[src/rtl/adc_rdout_pkg.sv]
package adc_rdout_pkg;

  localparam int LEAD_BITS  = 4;
  localparam int DATA_BITS  = 8;
  localparam int FRAME_BITS = LEAD_BITS + DATA_BITS;
  localparam int RES_BITS   = DATA_BITS + 1;

  typedef enum logic [2:0] {
    ST_IDLE,
    ST_ACQ,
    ST_SHIFT,
    ST_HOLD,
    ST_GUARD
  } rd_state_e;

  // Widen the code: sign copy for two's complement, zero for straight binary.
  function automatic logic [RES_BITS-1:0] fmt_result(input logic [DATA_BITS-1:0] code,
                                                     input logic bip);
    return bip ? {code[DATA_BITS-1], code} : {1'b0, code};
  endfunction

  function automatic logic lead_error(input logic [LEAD_BITS-1:0] lead);
    return |lead;
  endfunction

endpackage

[src/rtl/adc_sclk_div.sv]
module adc_sclk_div #(
  parameter int CLK_DIV = 4
) (
  input  logic clk,
  input  logic rst_n,
  input  logic run_i,
  output logic sclk_o,
  output logic rise_o
);
  localparam int HALF  = CLK_DIV / 2;
  localparam int DIV_W = (CLK_DIV > 2) ? $clog2(CLK_DIV) : 1;
  localparam logic [DIV_W-1:0] POS_LAST = DIV_W'(CLK_DIV - 1);
  localparam logic [DIV_W-1:0] POS_HIGH = DIV_W'(HALF);
  localparam logic [DIV_W-1:0] POS_RISE = DIV_W'(HALF - 1);

  logic [DIV_W-1:0] pos_q;
  logic [DIV_W-1:0] pos_nxt;
  logic             sclk_q;

  // Phase position inside one serial period: low half first, high half second.
  always_comb pos_nxt = (pos_q == POS_LAST) ? '0 : pos_q + 1'b1;

  always_ff @(posedge clk or negedge rst_n) begin
    if (!rst_n) begin
      pos_q  <= POS_LAST;
      sclk_q <= 1'b1;
    end else if (!run_i) begin
      pos_q  <= POS_LAST;
      sclk_q <= 1'b1;
    end else begin
      pos_q  <= pos_nxt;
      sclk_q <= (pos_nxt >= POS_HIGH);
    end
  end

  assign sclk_o = sclk_q;
  assign rise_o = run_i && (pos_q == POS_RISE);

  AST_SCLK_PARK: assert property (@(posedge clk) disable iff (!rst_n)
    !run_i |=> sclk_o);
  AST_RISE_EDGE: assert property (@(posedge clk) disable iff (!rst_n)
    rise_o |=> $rose(sclk_o));

endmodule

[src/rtl/adc_frame_shifter.sv]
module adc_frame_shifter #(
  parameter int FRAME_BITS = 12,
  parameter int CNT_W      = $clog2(FRAME_BITS + 1)
) (
  input  logic                  clk,
  input  logic                  rst_n,
  input  logic                  clear_i,
  input  logic                  shift_i,
  input  logic                  sdo_i,
  output logic [FRAME_BITS-1:0] frame_o,
  output logic [CNT_W-1:0]      count_o
);
  logic [FRAME_BITS-1:0] frame_q;
  logic [CNT_W-1:0]      cnt_q;

  always_ff @(posedge clk or negedge rst_n) begin
    if (!rst_n) begin
      frame_q <= '0;
      cnt_q   <= '0;
    end else if (clear_i) begin
      frame_q <= '0;
      cnt_q   <= '0;
    end else if (shift_i) begin
      frame_q <= {frame_q[FRAME_BITS-2:0], sdo_i};
      cnt_q   <= cnt_q + 1'b1;
    end
  end

  assign frame_o = frame_q;
  assign count_o = cnt_q;

  AST_SHIFT_LIMIT: assert property (@(posedge clk) disable iff (!rst_n)
    shift_i |-> (count_o < CNT_W'(FRAME_BITS)));

endmodule

[src/rtl/adc_rdout_ctrl.sv]
module adc_rdout_ctrl
  import adc_rdout_pkg::*;
#(
  parameter int CLK_DIV = 4,
  parameter int ACQ_W   = 16,
  parameter int ACQ_MIN = 60
) (
  input  logic                clk,
  input  logic                rst_n,
  input  logic                start_i,
  input  logic                bipolar_i,
  input  logic [ACQ_W-1:0]    acq_cycles_i,
  input  logic                sdo_i,
  output logic                cs_n_o,
  output logic                sclk_o,
  output logic                busy_o,
  output logic                valid_o,
  output logic                frame_err_o,
  output logic [RES_BITS-1:0] result_o
);
  localparam int GUARD_CYC = 2 * CLK_DIV;
  localparam int TMR_W     = $clog2(GUARD_CYC + 1);
  localparam int CNT_W     = $clog2(FRAME_BITS + 1);
  localparam logic [ACQ_W-1:0] ACQ_FLOOR = ACQ_W'(ACQ_MIN);
  localparam logic [CNT_W-1:0] LAST_BIT  = CNT_W'(FRAME_BITS - 1);

  // Applied acquisition window: the request, but never under the floor.
  function automatic logic [ACQ_W-1:0] acq_window(input logic [ACQ_W-1:0] req);
    return (req < ACQ_FLOOR) ? ACQ_FLOOR : req;
  endfunction

  rd_state_e             st_q;
  logic [ACQ_W-1:0]      acq_cnt_q;
  logic [TMR_W-1:0]      tmr_q;
  logic                  cs_n_q;
  logic                  mode_q;
  logic                  valid_q;
  logic                  err_q;
  logic [RES_BITS-1:0]   result_q;
  logic [FRAME_BITS-1:0] frame;
  logic [CNT_W-1:0]      bit_cnt;

  // Named internal events
  logic start_take;
  logic rise_evt;
  logic frame_done;
  logic acq_done;
  logic hold_done;
  logic guard_done;
  logic shift_run;

  assign start_take = (st_q == ST_IDLE) && start_i;
  assign shift_run  = (st_q == ST_SHIFT);
  assign frame_done = shift_run && rise_evt && (bit_cnt == LAST_BIT);
  assign acq_done   = (st_q == ST_ACQ) && (acq_cnt_q == '0);
  assign hold_done  = (st_q == ST_HOLD) && (tmr_q == '0);
  assign guard_done = (st_q == ST_GUARD) && (tmr_q == '0);

  adc_sclk_div #(.CLK_DIV(CLK_DIV)) u_div (
    .clk    (clk),
    .rst_n  (rst_n),
    .run_i  (shift_run),
    .sclk_o (sclk_o),
    .rise_o (rise_evt)
  );

  adc_frame_shifter #(.FRAME_BITS(FRAME_BITS), .CNT_W(CNT_W)) u_shift (
    .clk     (clk),
    .rst_n   (rst_n),
    .clear_i (start_take),
    .shift_i (rise_evt),
    .sdo_i   (sdo_i),
    .frame_o (frame),
    .count_o (bit_cnt)
  );

  always_ff @(posedge clk or negedge rst_n) begin
    if (!rst_n) begin
      st_q      <= ST_IDLE;
      acq_cnt_q <= '0;
      tmr_q     <= '0;
      cs_n_q    <= 1'b1;
      mode_q    <= 1'b0;
      valid_q   <= 1'b0;
      err_q     <= 1'b0;
      result_q  <= '0;
    end else begin
      valid_q <= 1'b0;
      case (st_q)
        ST_IDLE: begin
          if (start_take) begin
            st_q      <= ST_ACQ;
            cs_n_q    <= 1'b0;
            mode_q    <= bipolar_i;
            acq_cnt_q <= acq_window(acq_cycles_i) - 1'b1;
          end
        end
        ST_ACQ: begin
          if (acq_done) st_q <= ST_SHIFT;
          else          acq_cnt_q <= acq_cnt_q - 1'b1;
        end
        ST_SHIFT: begin
          if (frame_done) begin
            st_q  <= ST_HOLD;
            tmr_q <= TMR_W'(CLK_DIV - 1);
          end
        end
        ST_HOLD: begin
          if (hold_done) begin
            st_q   <= ST_GUARD;
            cs_n_q <= 1'b1;
            tmr_q  <= TMR_W'(GUARD_CYC - 1);
          end else begin
            tmr_q <= tmr_q - 1'b1;
          end
        end
        ST_GUARD: begin
          if (guard_done) begin
            st_q     <= ST_IDLE;
            valid_q  <= 1'b1;
            result_q <= fmt_result(frame[DATA_BITS-1:0], mode_q);
            err_q    <= lead_error(frame[FRAME_BITS-1 -: LEAD_BITS]);
          end else begin
            tmr_q <= tmr_q - 1'b1;
          end
        end
        default: st_q <= ST_IDLE;
      endcase
    end
  end

  assign cs_n_o      = cs_n_q;
  assign busy_o      = (st_q != ST_IDLE);
  assign valid_o     = valid_q;
  assign frame_err_o = err_q;
  assign result_o    = result_q;

  // Assertion support: cycles with select low before the first serial fall,
  // and cycles with select high (saturating at the guard length).
  logic [ACQ_W-1:0] chk_low_age;
  logic             chk_fall_seen;
  logic [TMR_W-1:0] chk_high_age;

  always_ff @(posedge clk or negedge rst_n) begin
    if (!rst_n) begin
      chk_low_age   <= '0;
      chk_fall_seen <= 1'b0;
      chk_high_age  <= TMR_W'(GUARD_CYC);
    end else if (cs_n_o) begin
      chk_low_age   <= '0;
      chk_fall_seen <= 1'b0;
      if (chk_high_age < TMR_W'(GUARD_CYC)) chk_high_age <= chk_high_age + 1'b1;
    end else begin
      chk_high_age <= '0;
      if (chk_low_age != '1) chk_low_age <= chk_low_age + 1'b1;
      if (!sclk_o) chk_fall_seen <= 1'b1;
    end
  end

  AST_ACQ_FLOOR: assert property (@(posedge clk) disable iff (!rst_n)
    (!chk_fall_seen && $fell(sclk_o)) |-> (chk_low_age >= ACQ_FLOOR));
  AST_START_SELECT: assert property (@(posedge clk) disable iff (!rst_n)
    $rose(busy_o) |-> $fell(cs_n_o));
  AST_IDLE_DESELECT: assert property (@(posedge clk) disable iff (!rst_n)
    !busy_o |-> cs_n_o);
  AST_SCLK_IDLE_HIGH: assert property (@(posedge clk) disable iff (!rst_n)
    cs_n_o |-> sclk_o);
  AST_GUARD_GAP: assert property (@(posedge clk) disable iff (!rst_n)
    $fell(cs_n_o) |-> (chk_high_age >= TMR_W'(GUARD_CYC)));
  AST_VALID_ENDS_BUSY: assert property (@(posedge clk) disable iff (!rst_n)
    valid_o |-> (!busy_o && $past(busy_o)));
  AST_UNI_ZERO_EXT: assert property (@(posedge clk) disable iff (!rst_n)
    (valid_o && !mode_q) |-> !result_o[RES_BITS-1]);
  AST_BIP_SIGN_EXT: assert property (@(posedge clk) disable iff (!rst_n)
    (valid_o && mode_q) |-> (result_o[RES_BITS-1] == result_o[RES_BITS-2]));
  AST_START_IGNORED: assert property (@(posedge clk) disable iff (!rst_n)
    (busy_o && start_i) |=> !$fell(cs_n_o));

endmodule

[config.mk]
export PLATFORM = sky130hd
export DESIGN_NAME = adc_rdout_ctrl
export DESIGN_NICKNAME = d
export VERILOG_FILES = /design/src/rtl/adc_rdout_pkg.sv /design/src/rtl/adc_sclk_div.sv /design/src/rtl/adc_frame_shifter.sv /design/src/rtl/adc_rdout_ctrl.sv
export SDC_FILE = /design/constraint.sdc
export NUM_CORES = 1
export LEC_CHECK = 0
export ABC_AREA = 1
export CORE_MARGIN = 2
export CORE_UTILIZATION = 51
export DETAILED_ROUTE_END_ITERATION = 7
export PLACE_DENSITY_LB_ADDON = 0.3
export SETUP_SLACK_MARGIN = 0.05
export SYNTH_ARGS = -nofsm -noshare
export SYNTH_HDL_FRONTEND = slang
export SYNTH_SLANG_ARGS = --single-unit
[constraint.sdc]
create_clock -name clk -period 2.3 [get_ports clk]
set_clock_uncertainty 0.05 [all_clocks]
set_input_delay 0.46 -clock clk [delete_from_list [all_inputs] [get_ports clk]]
set_output_delay 0.46 -clock clk [all_outputs]
set_load 0.005 [all_outputs]
# Word-level counts from Yosys, hierarchy flattened

Index checks and enable logic that the tools add are counted.

Register bits after elaboration: 55
Bits in latches: 0
Bits in writable memories: 0
Bits in read-only memories: 0
Input port bits: 21
Output and inout bits: 14
Word-level logic and storage cells: 82
Memories: 0

Add/sub/neg operators: 5
Multiply operators: 0
Div/mod/pow operators: 0
$lt $le $gt $ge: 2
Eq/ne operators: 14
Shift operators: 0
Multiplexer cells: 27
Bitwise operators: 0
Reductions and logical operators: 22

Operator list:

| kind                                                        | number |
|---|---|
| two-way mux 16 bit                                          | 3 |
| one-hot mux 16 bit (2 select lines)                         | 1 |
| subtractor 16 x 1 -> 16 bit, second input constant          | 2 |
| two-way mux 12 bit                                          | 2 |
| two-way mux 4 bit                                           | 5 |
| zero test 16 bit                                            | 1 |
| less-than comparator 16 x 6 -> 1 bit, second input constant | 1 |
| two-way mux 3 bit                                           | 5 |
| one-hot mux 3 bit (5 select lines)                          | 1 |
| != test 2 bit, second input constant                        | 7 |
| one-hot mux 4 bit (3 select lines)                          | 1 |
| two-way mux 9 bit                                           | 1 |
| AND reduction 3 bit                                         | 3 |
| logical AND 1 bit                                           | 7 |
| equality test 3 x 2 -> 1 bit, second input constant         | 2 |
| nonzero test 2 bit                                          | 3 |
| nonzero test 3 bit                                          | 2 |
| two-way mux 1 bit                                           | 5 |
| AND reduction 5 bit                                         | 1 |
| adder 4 x 1 -> 4 bit, second input constant                 | 1 |
| equality test 4 bit, second input constant                  | 1 |
| zero test 4 bit                                             | 1 |
| two-way mux 2 bit                                           | 2 |
| AND reduction 2 bit                                         | 2 |
| other kinds (10)                                            | 10 |

# Longest topological paths before layout

Gate-level depths: netlist of run 1.

Depth after elaboration: 6
Gate-level depth with buffers: 14
Depth with buffers taken out: 13

# Modules after synthesis

A second synthesis of run 1 with hierarchy kept.

Cell total of the unflattened synthesis: 421
Area, all modules: 3101.7 µm²

By module, submodules not included:

| module            | times used | cells each | area an instance (µm²) |
|---|---|---|---|
| adc_rdout_ctrl    | 1          | 348        | 2364.8 |
| adc_frame_shifter | 1          | 64         | 639.4 |
| adc_sclk_div      | 1          | 9          | 97.6 |

# Worst setup path before layout of run 1

Ideal clock, no wire load.

Path kind: input port to flip-flop
Start point: input acq_cycles_i[6]
End point: register acq_cnt_q[8]
Setup time: 0.116 ns
Data arrival time: 1.837 ns
Data required time: 2.134 ns
Slack: 0.297 ns
Stages on the path: 11
Buffers on the path: 0
Cells stage by stage: or2_0 -> nor2_1 -> nand2_2 -> a21oi_4 -> ha_1 -> nand2_1 -> nor2_4 -> nand2_1 -> xor2_1 -> nand2_1 -> nand2_1

Cells in the longest elaborated chain, start to end: 5

Ends and longest elaborated chain:

| item                                    | line                  | source |
|---|---|---|
| from (decl)                             | adc_rdout_ctrl.sv:12  | `input logic [ACQ_W-1:0] acq_cycles_i,` |
| less-than comparator 16 x 6 -> 1 bit    | adc_rdout_ctrl.sv:29  | `return (req < ACQ_FLOOR) ? ACQ_FLOOR : req;` |
| two-way mux 16 bit (*)                  | adc_rdout_ctrl.sv:29  |  |
| subtractor 16 x 1 -> 16 bit (*)         | adc_rdout_ctrl.sv:95  | `acq_cnt_q <= acq_window(acq_cycles_i) - 1'b1;` |
| two-way mux 16 bit (*)                  | adc_rdout_ctrl.sv:91  | `if (start_take) begin` |
| one-hot mux 16 bit (2 select lines) (*) | adc_rdout_ctrl.sv:89  | `case (st_q)` |
| to (signal assigned)                    | adc_rdout_ctrl.sv:95  |  |
| to (signal assigned)                    | adc_rdout_ctrl.sv:100 | `else acq_cnt_q <= acq_cnt_q - 1'b1;` |
| to (decl)                               | adc_rdout_ctrl.sv:33  | `logic [ACQ_W-1:0] acq_cnt_q;` |

Every way passes the cells marked *; elsewhere a longest branch is shown, timed or not. The select of a mux whose other input is x is not followed.
A chain may end at the register's enable or synchronous reset.

# Worst setup path in the final report of run 1

Start point: input acq_cycles_i[10]
End point: register acq_cnt_q[8]

Cells in the longest elaborated chain, start to end: 5

Ends and longest elaborated chain:

| item                                 | line |
|---|---|
| less-than comparator 16 x 6 -> 1 bit | adc_rdout_ctrl.sv:29 |
| two-way mux 16 bit                   | adc_rdout_ctrl.sv:29 |
| subtractor 16 x 1 -> 16 bit          | adc_rdout_ctrl.sv:95 |
| two-way mux 16 bit                   | adc_rdout_ctrl.sv:91 |
| one-hot mux 16 bit (2 select lines)  | adc_rdout_ctrl.sv:89 |

No other way between the ends. The select of a mux whose other input is x is not followed.

==> results of run 1 <==
-- synthesized netlist by cell type, types with 5 or more instances --
library cell and instances:
sky130_fd_sc_hd__nor4_1 5, sky130_fd_sc_hd__ha_1 6, sky130_fd_sc_hd__nor2_1 46, sky130_fd_sc_hd__inv_1 64, sky130_fd_sc_hd__nand2_2 6, sky130_fd_sc_hd__o22ai_1 11
sky130_fd_sc_hd__nand3_1 22, sky130_fd_sc_hd__nand4_1 7, sky130_fd_sc_hd__nand2_1 106, sky130_fd_sc_hd__a21oi_1 6, sky130_fd_sc_hd__o21ai_0 24, sky130_fd_sc_hd__o21ai_1 10
sky130_fd_sc_hd__dfrtp_1 51
-- cells by family (layout without fill, tap and decap cells) --
family | count (synthesis) | after routing | synth area share [%]
buffers and inverters | 75 | 130 | 10.5
adders and majority gates | 6 | 6 | 2.49
DFF | 54 | 54 | 44.9
AOI/OAI and AO/OA | 60 | 60 | 11.7
xor gates and xnor gates | 2 | 2 | 0.581
and+or+nand+nor | 206 | 206 | 29.9
-- state kept, by name (all words and copies together), names as in the netlist --
signal,cells
acq_cnt_q,16
cs_n_o,1
frame_err_o,1
mode_q,1
result_o,9
st_q,3
tmr_q,4
u_div.pos_q,2
u_shift.count_o,4
u_shift.frame_o,12
valid_o,1
-- final cells by class --
| cell class | instances | area (um^2) |
|---|---|---|
| clock buffer | 5 | 68.8 |
| timing repair buffer | 57 | 508 |
| inverter | 66 | 250 |
| fill | 564 | 2160 |
| sequential | 54 | 1360 |
| multi-input combinational | 274 | 1370 |
| tap | 75 | 93.8 |
| clock inverter | 2 | 13.8 |
-- layer usage --
metal / global-route usage [%] / vias to the layer above / wire length (um)
met5: 0 / - / 0
met3: 3.44 / 12 / 212
met2: 36.5 / 40 / 3210
li1: - / 1386 / -
met4: 8.14 / 0 / 112
met1: 28.9 / 1279 / 3080
-- through the flow --
step | TNS [ns] | instance area (um^2)
after detailed placement | -2.04 | 3550
after global routing | 0 | 3660
final | 0 | 3660
after global placement | -1.28 | 3550
after floorplan | 0 | 3020
after CTS | 0 | 3630
-- what timing repair did --
action                                  CTS  global route
resized for setup                         0             6
buffers inserted                          0             1
endpoints found under the setup margin    0             8
-- worst min-delay path by stage --
stage / from / to / slack (ns) / cells after the start
after floorplan: rst_n / acq_cnt_q[0]$_DFFE_PN0P_ / 0.11 / 0
after global placement: result_o[7]$_DFFE_PN0P_ / result_o[7]$_DFFE_PN0P_ / 0.41 / 2
after detailed placement: result_o[7]$_DFFE_PN0P_ / result_o[7]$_DFFE_PN0P_ / 0.42 / 2
after CTS: rst_n / acq_cnt_q[8]$_DFFE_PN0P_ / 0.24 / 2
after global routing: rst_n / mode_q$_DFFE_PN0P_ / 0.28 / 2
final: rst_n / acq_cnt_q[3]$_DFFE_PN0P_ / 0.20 / 2
-- power by group through the flow --
stage / clock network [mW] / logic [mW] / registers [mW]
2_1_floorplan: 0 / 1.72 / 1.46
3_3_place_gp: 0 / 2.39 / 1.49
5_1_grt: 0.574 / 2.83 / 1.53
4_1_cts: 0.529 / 2.47 / 1.49
6_report: 0.519 / 2.52 / 1.49
3_5_place_dp: 0 / 2.46 / 1.51
-- worst max-delay path, stage by stage --
cell                              delay, ns
sky130_fd_sc_hd__clkdlybuf4s50_1       0.46
sky130_fd_sc_hd__nor2_1                0.13
sky130_fd_sc_hd__nand2_1               0.07
sky130_fd_sc_hd__nor2_1                0.13
sky130_fd_sc_hd__nand2_2               0.12
sky130_fd_sc_hd__a21oi_4               0.16
sky130_fd_sc_hd__ha_2                  0.20
sky130_fd_sc_hd__nand2_1               0.10
sky130_fd_sc_hd__nor2_4                0.19
sky130_fd_sc_hd__nand2_1               0.10
sky130_fd_sc_hd__xor2_1                0.15
sky130_fd_sc_hd__nand2_1               0.06
sky130_fd_sc_hd__nand2_1               0.05
==> impl_metrics.prom, run 1 <==
# TYPE chip_impl_metric gauge
chip_impl_metric{name="total_power",unit="mW"} 4.53
chip_impl_metric{name="fp-row-count",unit=""} 28
chip_impl_metric{name="leakagePower",unit="nW"} 1.82
chip_impl_info{name="rsz0062_at_grt",value="false"} 1
chip_impl_metric{name="post-dp-hpwl",unit="um"} 5030
chip_impl_metric{name="cap_violations",unit=""} 0
chip_impl_metric{name="dpl_worst_slack",unit="ns"} -0.240
chip_impl_metric{name="vias",unit=""} 2717
chip_impl_info{name="cts_root_buffer",value="sky130_fd_sc_hd__clkbuf_8"} 1
chip_impl_metric{name="layout_setup_ws",unit="ns"} 0.0795
chip_impl_metric{name="post_synth_inst_count",unit=""} 403
chip_impl_metric{name="setup_viol",unit=""} 0
chip_impl_metric{name="synthDominantCellAreaShare",unit="%"} 42.3
chip_impl_metric{name="mapped_nets",unit=""} 430
chip_impl_metric{name="fin_util",unit="%"} 62.9
chip_impl_info{name="worst_setup_path_endpoint",value="acq_cnt_q[8]$_DFFE_PN0P_"} 1
chip_impl_metric{name="drt.antenna.violating_nets",unit=""} 0
chip_impl_metric{name="initialDrtViolationCount",unit=""} 147
chip_impl_info{name="tritoncts",value="yes"} 1
chip_impl_metric{name="clock_tree.htree_level_count",unit=""} 2
chip_impl_metric{name="wl_per_cell",unit="um"} 12.4
chip_impl_metric{name="design.die.area",unit="mm^2"} 0.00655
chip_impl_info{name="layout_commonest_cell",value="sky130_fd_sc_hd__nand2_1"} 1
chip_impl_metric{name="worst_hold_slack",unit="ns"} 0.202
chip_impl_info{name="outcome",value="finished clean"} 1
chip_impl_metric{name="fp.coreArea",unit="mm^2"} 0.00582
chip_impl_metric{name="syn_to_layout_area_delta",unit="%"} 21.3
chip_impl_metric{name="die_y",unit="um"} 80.9
chip_impl_metric{name="die_width",unit="um"} 80.9
chip_impl_info{name="crit-reg2reg-capture",value="acq_cnt_q[8]$_DFFE_PN0P_"} 1
chip_impl_metric{name="power.density",unit="mW/mm^2"} 1240
chip_impl_info{name="worstHoldPathType",value="in2async"} 1
chip_impl_metric{name="finalNetCount",unit=""} 485
chip_impl_metric{name="placed_cells",unit=""} 525
chip_impl_metric{name="cts_num_sinks",unit=""} 54
chip_impl_info{name="worstSetupEndpointType",value="register"} 1
chip_impl_metric{name="globalRoute.totalOverflow",unit=""} 0
chip_impl_metric{name="insertion_delay",unit="ns"} 0.31
chip_impl_metric{name="finalCritPeriodShare",unit="%"} 96.5
chip_impl_metric{name="net-switching-power",unit="mW"} 2.03
chip_impl_metric{name="io_buffer_count",unit=""} 34
chip_impl_metric{name="synth-async-reset-ratio",unit="%"} 100
chip_impl_metric{name="first_pass_grt_wire_length",unit="um"} 11100
chip_impl_info{name="layout.cells.most_common_list",value="sky130_fd_sc_hd__nand2_1, sky130_fd_sc_hd__inv_1, sky130_fd_sc_hd__dfrtp_1, sky130_fd_sc_hd__nor2_1, sky130_fd_sc_hd__clkdlybuf4s50_1"} 1
chip_impl_metric{name="vias_in_the_first_global_route",unit=""} 2557
chip_impl_metric{name="ys_seq_area_share",unit="%"} 44.9
chip_impl_metric{name="worst_ep_required_time",unit="ns"} 2.46
chip_impl_metric{name="route.final.wire_length",unit="um"} 6610
chip_impl_metric{name="share_seq_of_total_power",unit="%"} 32.9
chip_impl_info{name="rr_startpoint",value="st_q[1]$_DFFE_PN0P_"} 1
chip_impl_metric{name="antennaDiodeCount",unit=""} 0
chip_impl_metric{name="clock_path_buffers",unit=""} 2
chip_impl_metric{name="cts_made_buffers",unit=""} 5
chip_impl_metric{name="tightest_slew",unit="ns"} 0.671
chip_impl_metric{name="vdd.ir_drop.worst",unit="mV"} 0.750
chip_impl_metric{name="power_frac_clock",unit="%"} 11.5
chip_impl_metric{name="drive_gt1_share",unit="%"} 12.4
chip_impl_metric{name="final_cell_count_no_fill",unit=""} 533
chip_impl_metric{name="p_int",unit="mW"} 2.49
chip_impl_metric{name="timing.critical_path.fanout_max",unit=""} 8
chip_impl_info{name="postSynth.topFlopCell",value="sky130_fd_sc_hd__dfrtp_1"} 1
chip_impl_info{name="synth_area_leader_cell",value="sky130_fd_sc_hd__dfrtp_1"} 1
chip_impl_metric{name="slew_viol_final",unit=""} 0
chip_impl_metric{name="io_pins",unit=""} 35
chip_impl_metric{name="postSynthRegisterBits",unit=""} 54
chip_impl_metric{name="effective_utilization_at_floorplan",unit="%"} 51.9
chip_impl_metric{name="syn_avg_cell_area",unit="um^2"} 7.49
chip_impl_metric{name="arrival",unit="ns"} 2.38
chip_impl_metric{name="worstRegToRegCells",unit=""} 12
chip_impl_metric{name="fmaxAchievable",unit="MHz"} 450
chip_impl_metric{name="netSwitchingFraction",unit="%"} 44.9
chip_impl_metric{name="mappedNetlistArea",unit="mm^2"} 0.00302
chip_impl_info{name="critPathLaunch",value="acq_cycles_i[10]"} 1
chip_impl_metric{name="final_period_minus_worst_setup_slack",unit="ns"} 2.22
chip_impl_metric{name="drc",unit=""} 0
chip_impl_metric{name="globalplace.congestion",unit=""} 0.866
chip_impl_metric{name="grt_start_max_net_pins",unit=""} 55
chip_impl_metric{name="grt_antenna_before_repair",unit=""} 0
chip_impl_metric{name="timing_hold_violations_final",unit=""} 0
chip_impl_metric{name="slew_headroom",unit="%"} 55.3
chip_impl_info{name="type_of_the_setup_path_with_the_least_slack",value="in2reg"} 1
chip_impl_metric{name="synth_cell_type_count",unit=""} 35
chip_impl_metric{name="clkTransAtPathRegs",unit="ns"} 0.09
chip_impl_metric{name="synth_enable_flop_cells",unit=""} 0
chip_impl_metric{name="detail_route.vias_per_cell",unit=""} 5.10
chip_impl_metric{name="post_cts_hold_buffer_count",unit=""} 0
chip_impl_info{name="synth.top_cells.by_area",value="sky130_fd_sc_hd__dfrtp_1, sky130_fd_sc_hd__nand2_1, sky130_fd_sc_hd__inv_1"} 1
chip_impl_metric{name="yosysWarningCount",unit=""} 0
chip_impl_metric{name="overall_track_demand_over_capacity_in_global_routing",unit="%"} 21.9
chip_impl_info{name="timing.critical_path.from_type",value="input pin"} 1
chip_impl_metric{name="timing.reg2reg.setup_slack",unit="ns"} 0.22
chip_impl_metric{name="share_comb_of_total_power",unit="%"} 55.6
chip_impl_metric{name="first_pass_iteration_count_of_the_detailed_router",unit=""} 4
Power figures use the tool's default switching activity.
==> inputs of run 2 (changes only) <==
- CORE_ASPECT_RATIO: unset -> 1.4
- clock period: 2.3 -> 2.8 ns (I/O delays scaled with it)
==> impl_metrics.prom, run 2 (synthesized netlist as in run 1, its figures left out) <==
# TYPE chip_impl_metric gauge
chip_impl_info{name="worstHoldPathType",value="in2async"} 1
chip_impl_metric{name="first_pass_iteration_count_of_the_detailed_router",unit=""} 4
chip_impl_metric{name="detail_route.vias_per_cell",unit=""} 5.14
chip_impl_metric{name="io_buffer_count",unit=""} 34
chip_impl_metric{name="clkTransAtPathRegs",unit="ns"} 0.09
chip_impl_metric{name="total_placed_instance_area",unit="mm^2"} 0.00340
chip_impl_metric{name="globalplace.congestion",unit=""} 0.895
chip_impl_metric{name="power.density",unit="mW/mm^2"} 1020
chip_impl_metric{name="first_pass_grt_wire_length",unit="um"} 11100
chip_impl_metric{name="die_y",unit="um"} 95
chip_impl_metric{name="finalCritPeriodShare",unit="%"} 85.5
chip_impl_metric{name="cp_num_buf_inv",unit=""} 1
chip_impl_metric{name="post-dp-hpwl",unit="um"} 4790
chip_impl_metric{name="cts_num_sinks",unit=""} 54
chip_impl_metric{name="route.final.wire_length",unit="um"} 6380
chip_impl_info{name="cp_slowest_cell",value="sky130_fd_sc_hd__clkdlybuf4s50_1"} 1
chip_impl_metric{name="largest_register_ffs",unit=""} 16
chip_impl_metric{name="fillers",unit=""} 541
chip_impl_metric{name="wl_per_cell",unit="um"} 12.5
chip_impl_metric{name="slew_headroom",unit="%"} 56.1
chip_impl_info{name="type_of_the_setup_path_with_the_least_slack",value="in2reg"} 1
chip_impl_metric{name="cts-resized-gates",unit=""} 0
chip_impl_metric{name="slew_viol_final",unit=""} 0
chip_impl_metric{name="final_cell_count_no_fill",unit=""} 510
chip_impl_metric{name="insertion_delay",unit="ns"} 0.30
chip_impl_info{name="rsz0062_at_grt",value="false"} 1
chip_impl_metric{name="post_cts_hold_buffer_count",unit=""} 0
chip_impl_metric{name="clock_tree.htree_level_count",unit=""} 2
chip_impl_metric{name="drive_gt1_share",unit="%"} 7.73
chip_impl_info{name="tritoncts",value="yes"} 1
chip_impl_metric{name="fmaxAchievable",unit="MHz"} 418
chip_impl_metric{name="grt_antenna_before_repair",unit=""} 0
chip_impl_info{name="timing.critical_path.mode_cell",value="sky130_fd_sc_hd__nand2_1"} 1
chip_impl_metric{name="die_width",unit="um"} 69
chip_impl_metric{name="vdd.ir_drop.worst",unit="mV"} 0.684
chip_impl_metric{name="fp-row-count",unit=""} 33
chip_impl_metric{name="antennaDiodeCount",unit=""} 0
chip_impl_metric{name="cap_violations",unit=""} 0
chip_impl_info{name="layout.cells.most_common_list",value="sky130_fd_sc_hd__nand2_1, sky130_fd_sc_hd__inv_1, sky130_fd_sc_hd__dfrtp_1, sky130_fd_sc_hd__nor2_1, sky130_fd_sc_hd__clkdlybuf4s50_1"} 1
chip_impl_metric{name="tightest_slew",unit="ns"} 0.658
chip_impl_metric{name="fp.coreArea",unit="mm^2"} 0.00578
chip_impl_info{name="outcome",value="finished clean"} 1
chip_impl_metric{name="setup_total_negative_slack",unit="ns"} 0
chip_impl_info{name="worstSetupEndpointType",value="register"} 1
chip_impl_metric{name="timing.critical_path.fanout_max",unit=""} 8
chip_impl_metric{name="final_period_minus_worst_setup_slack",unit="ns"} 2.39
chip_impl_metric{name="syn_to_layout_area_delta",unit="%"} 16.4
chip_impl_metric{name="leakagePower",unit="nW"} 1.73
chip_impl_metric{name="grt_start_max_net_pins",unit=""} 55
chip_impl_metric{name="globalRoute.totalOverflow",unit=""} 0
chip_impl_info{name="cts_root_buffer",value="sky130_fd_sc_hd__clkbuf_8"} 1
chip_impl_metric{name="design.die.area",unit="mm^2"} 0.00656
chip_impl_metric{name="effective_utilization_at_floorplan",unit="%"} 52.2
chip_impl_metric{name="initialDrtViolationCount",unit=""} 138
chip_impl_metric{name="postLayoutCellArea",unit="mm^2"} 0.00351
chip_impl_metric{name="setup_viol",unit=""} 0
chip_impl_metric{name="vias",unit=""} 2621
chip_impl_info{name="family_with_the_most_delay_on_the_worst_path",value="simple AND/OR/NAND/NOR gates"} 1
chip_impl_metric{name="vias_in_the_first_global_route",unit=""} 2523
chip_impl_metric{name="drt.antenna.violating_nets",unit=""} 0
chip_impl_metric{name="drc",unit=""} 0
chip_impl_metric{name="cts.repair_timing.setup_buffer_count",unit=""} 0
chip_impl_info{name="timing.critical_path.cells",value="clkdlybuf4s50_1 > or2_0 > nor2_1 > nand2_2 > a21oi_4 > ha_1 > nand2_1 > nor2_4 > nand3_1 > nand2_1 > nand2_1 > nand2_1 > nand2_1"} 1
chip_impl_metric{name="cts_made_buffers",unit=""} 5
chip_impl_metric{name="overall_track_demand_over_capacity_in_global_routing",unit="%"} 20.6
chip_impl_metric{name="finalNetCount",unit=""} 466
chip_impl_info{name="layout_commonest_cell",value="sky130_fd_sc_hd__nand2_1"} 1
chip_impl_metric{name="worst_ep_required_time",unit="ns"} 2.94
chip_impl_metric{name="io_pins",unit=""} 35
chip_impl_metric{name="timing.critical_path.slowest_cell_delay",unit="ns"} 0.41
chip_impl_metric{name="placed_cells",unit=""} 502
chip_impl_metric{name="timing_hold_violations_final",unit=""} 0
chip_impl_info{name="timing.critical_path.from_type",value="input pin"} 1
chip_impl_metric{name="arrival",unit="ns"} 2.53
chip_impl_info{name="registers.top_by_ff_count",value="acq_cnt_q"} 1
chip_impl_metric{name="clock_path_buffers",unit=""} 2
-- run 2: metrics by stage --
step                      setup slack, ns  hold WS (ns)  util, %  total power, mW
after global placement              0.154         0.409     58.9             3.05
after detailed placement            0.103         0.412     58.9             3.10
after CTS                           0.413         0.336     60.7             3.62
final                               0.407         0.310     60.7             3.59
after floorplan                     0.697         0.214        -             2.62
after global routing                0.224         0.390     60.7             3.93
-- run 2: final timing paths --
kind	from	to	slack [ns]	depth (start not counted)
min	rst_n	tmr_q[1]$_DFFE_PN0P_	0.31	2
max	acq_cycles_i[6]	acq_cnt_q[14]$_DFFE_PN0P_	0.41	13
max in group asynchronous	rst_n	acq_cnt_q[9]$_DFFE_PN0P_	1.94	2
max reg2reg	st_q[1]$_DFFE_PN0P_	acq_cnt_q[14]$_DFFE_PN0P_	0.68	13
min reg2reg	result_o[7]$_DFFE_PN0P_	result_o[7]$_DFFE_PN0P_	0.43	2
min in group clk	result_o[7]$_DFFE_PN0P_	result_o[7]$_DFFE_PN0P_	0.43	2
-- run 2: layout make-up --
cell class	count	area [um^2]	area share (%)
Sequential cell	54	1360	38.6
Multi-Input combinational cell	274	1350	38.3
Tap cell	70	87.6	2.49
Timing Repair Buffer	38	365	10.4
Inverter	66	250	7.13
Clock buffer	7	76.3	2.17
Clock inverter	1	30.0	0.855
-- run 2: layer usage --
metal	vias to the layer above	share of wire, %	global-route usage (%)	wire (um)
met1	1207	42	23.9	2690
li1	1348	-	-	-
met3	7	3.8	3.09	245
met2	59	53	38.8	3360
met4	0	1.4	6.54	89
met5	-	0	0	0
-- run 2: report_power, final --
part | total (mW) | internal (mW) | switching (mW)
clock network | 0.499 | 0.268 | 0.231
registers | 1.22 | 1.06 | 0.165
logic | 1.87 | 0.680 | 1.19
total | 3.59 | 2.01 | 1.58
-- run 2: worst reg2reg max path: stages, from the launching register on --
cell and delay, ns:
sky130_fd_sc_hd__dfrtp_1 0.38, sky130_fd_sc_hd__inv_1 0.09, sky130_fd_sc_hd__nand3_2 0.10, sky130_fd_sc_hd__buf_4 0.24, sky130_fd_sc_hd__nor2_1 0.11, sky130_fd_sc_hd__a21oi_4 0.16, sky130_fd_sc_hd__ha_1 0.20, sky130_fd_sc_hd__nand2_1 0.11
sky130_fd_sc_hd__nor2_4 0.22, sky130_fd_sc_hd__nand3_1 0.11, sky130_fd_sc_hd__nand2_1 0.08, sky130_fd_sc_hd__nand2_1 0.05, sky130_fd_sc_hd__nand2_1 0.06, sky130_fd_sc_hd__nand2_1 0.06
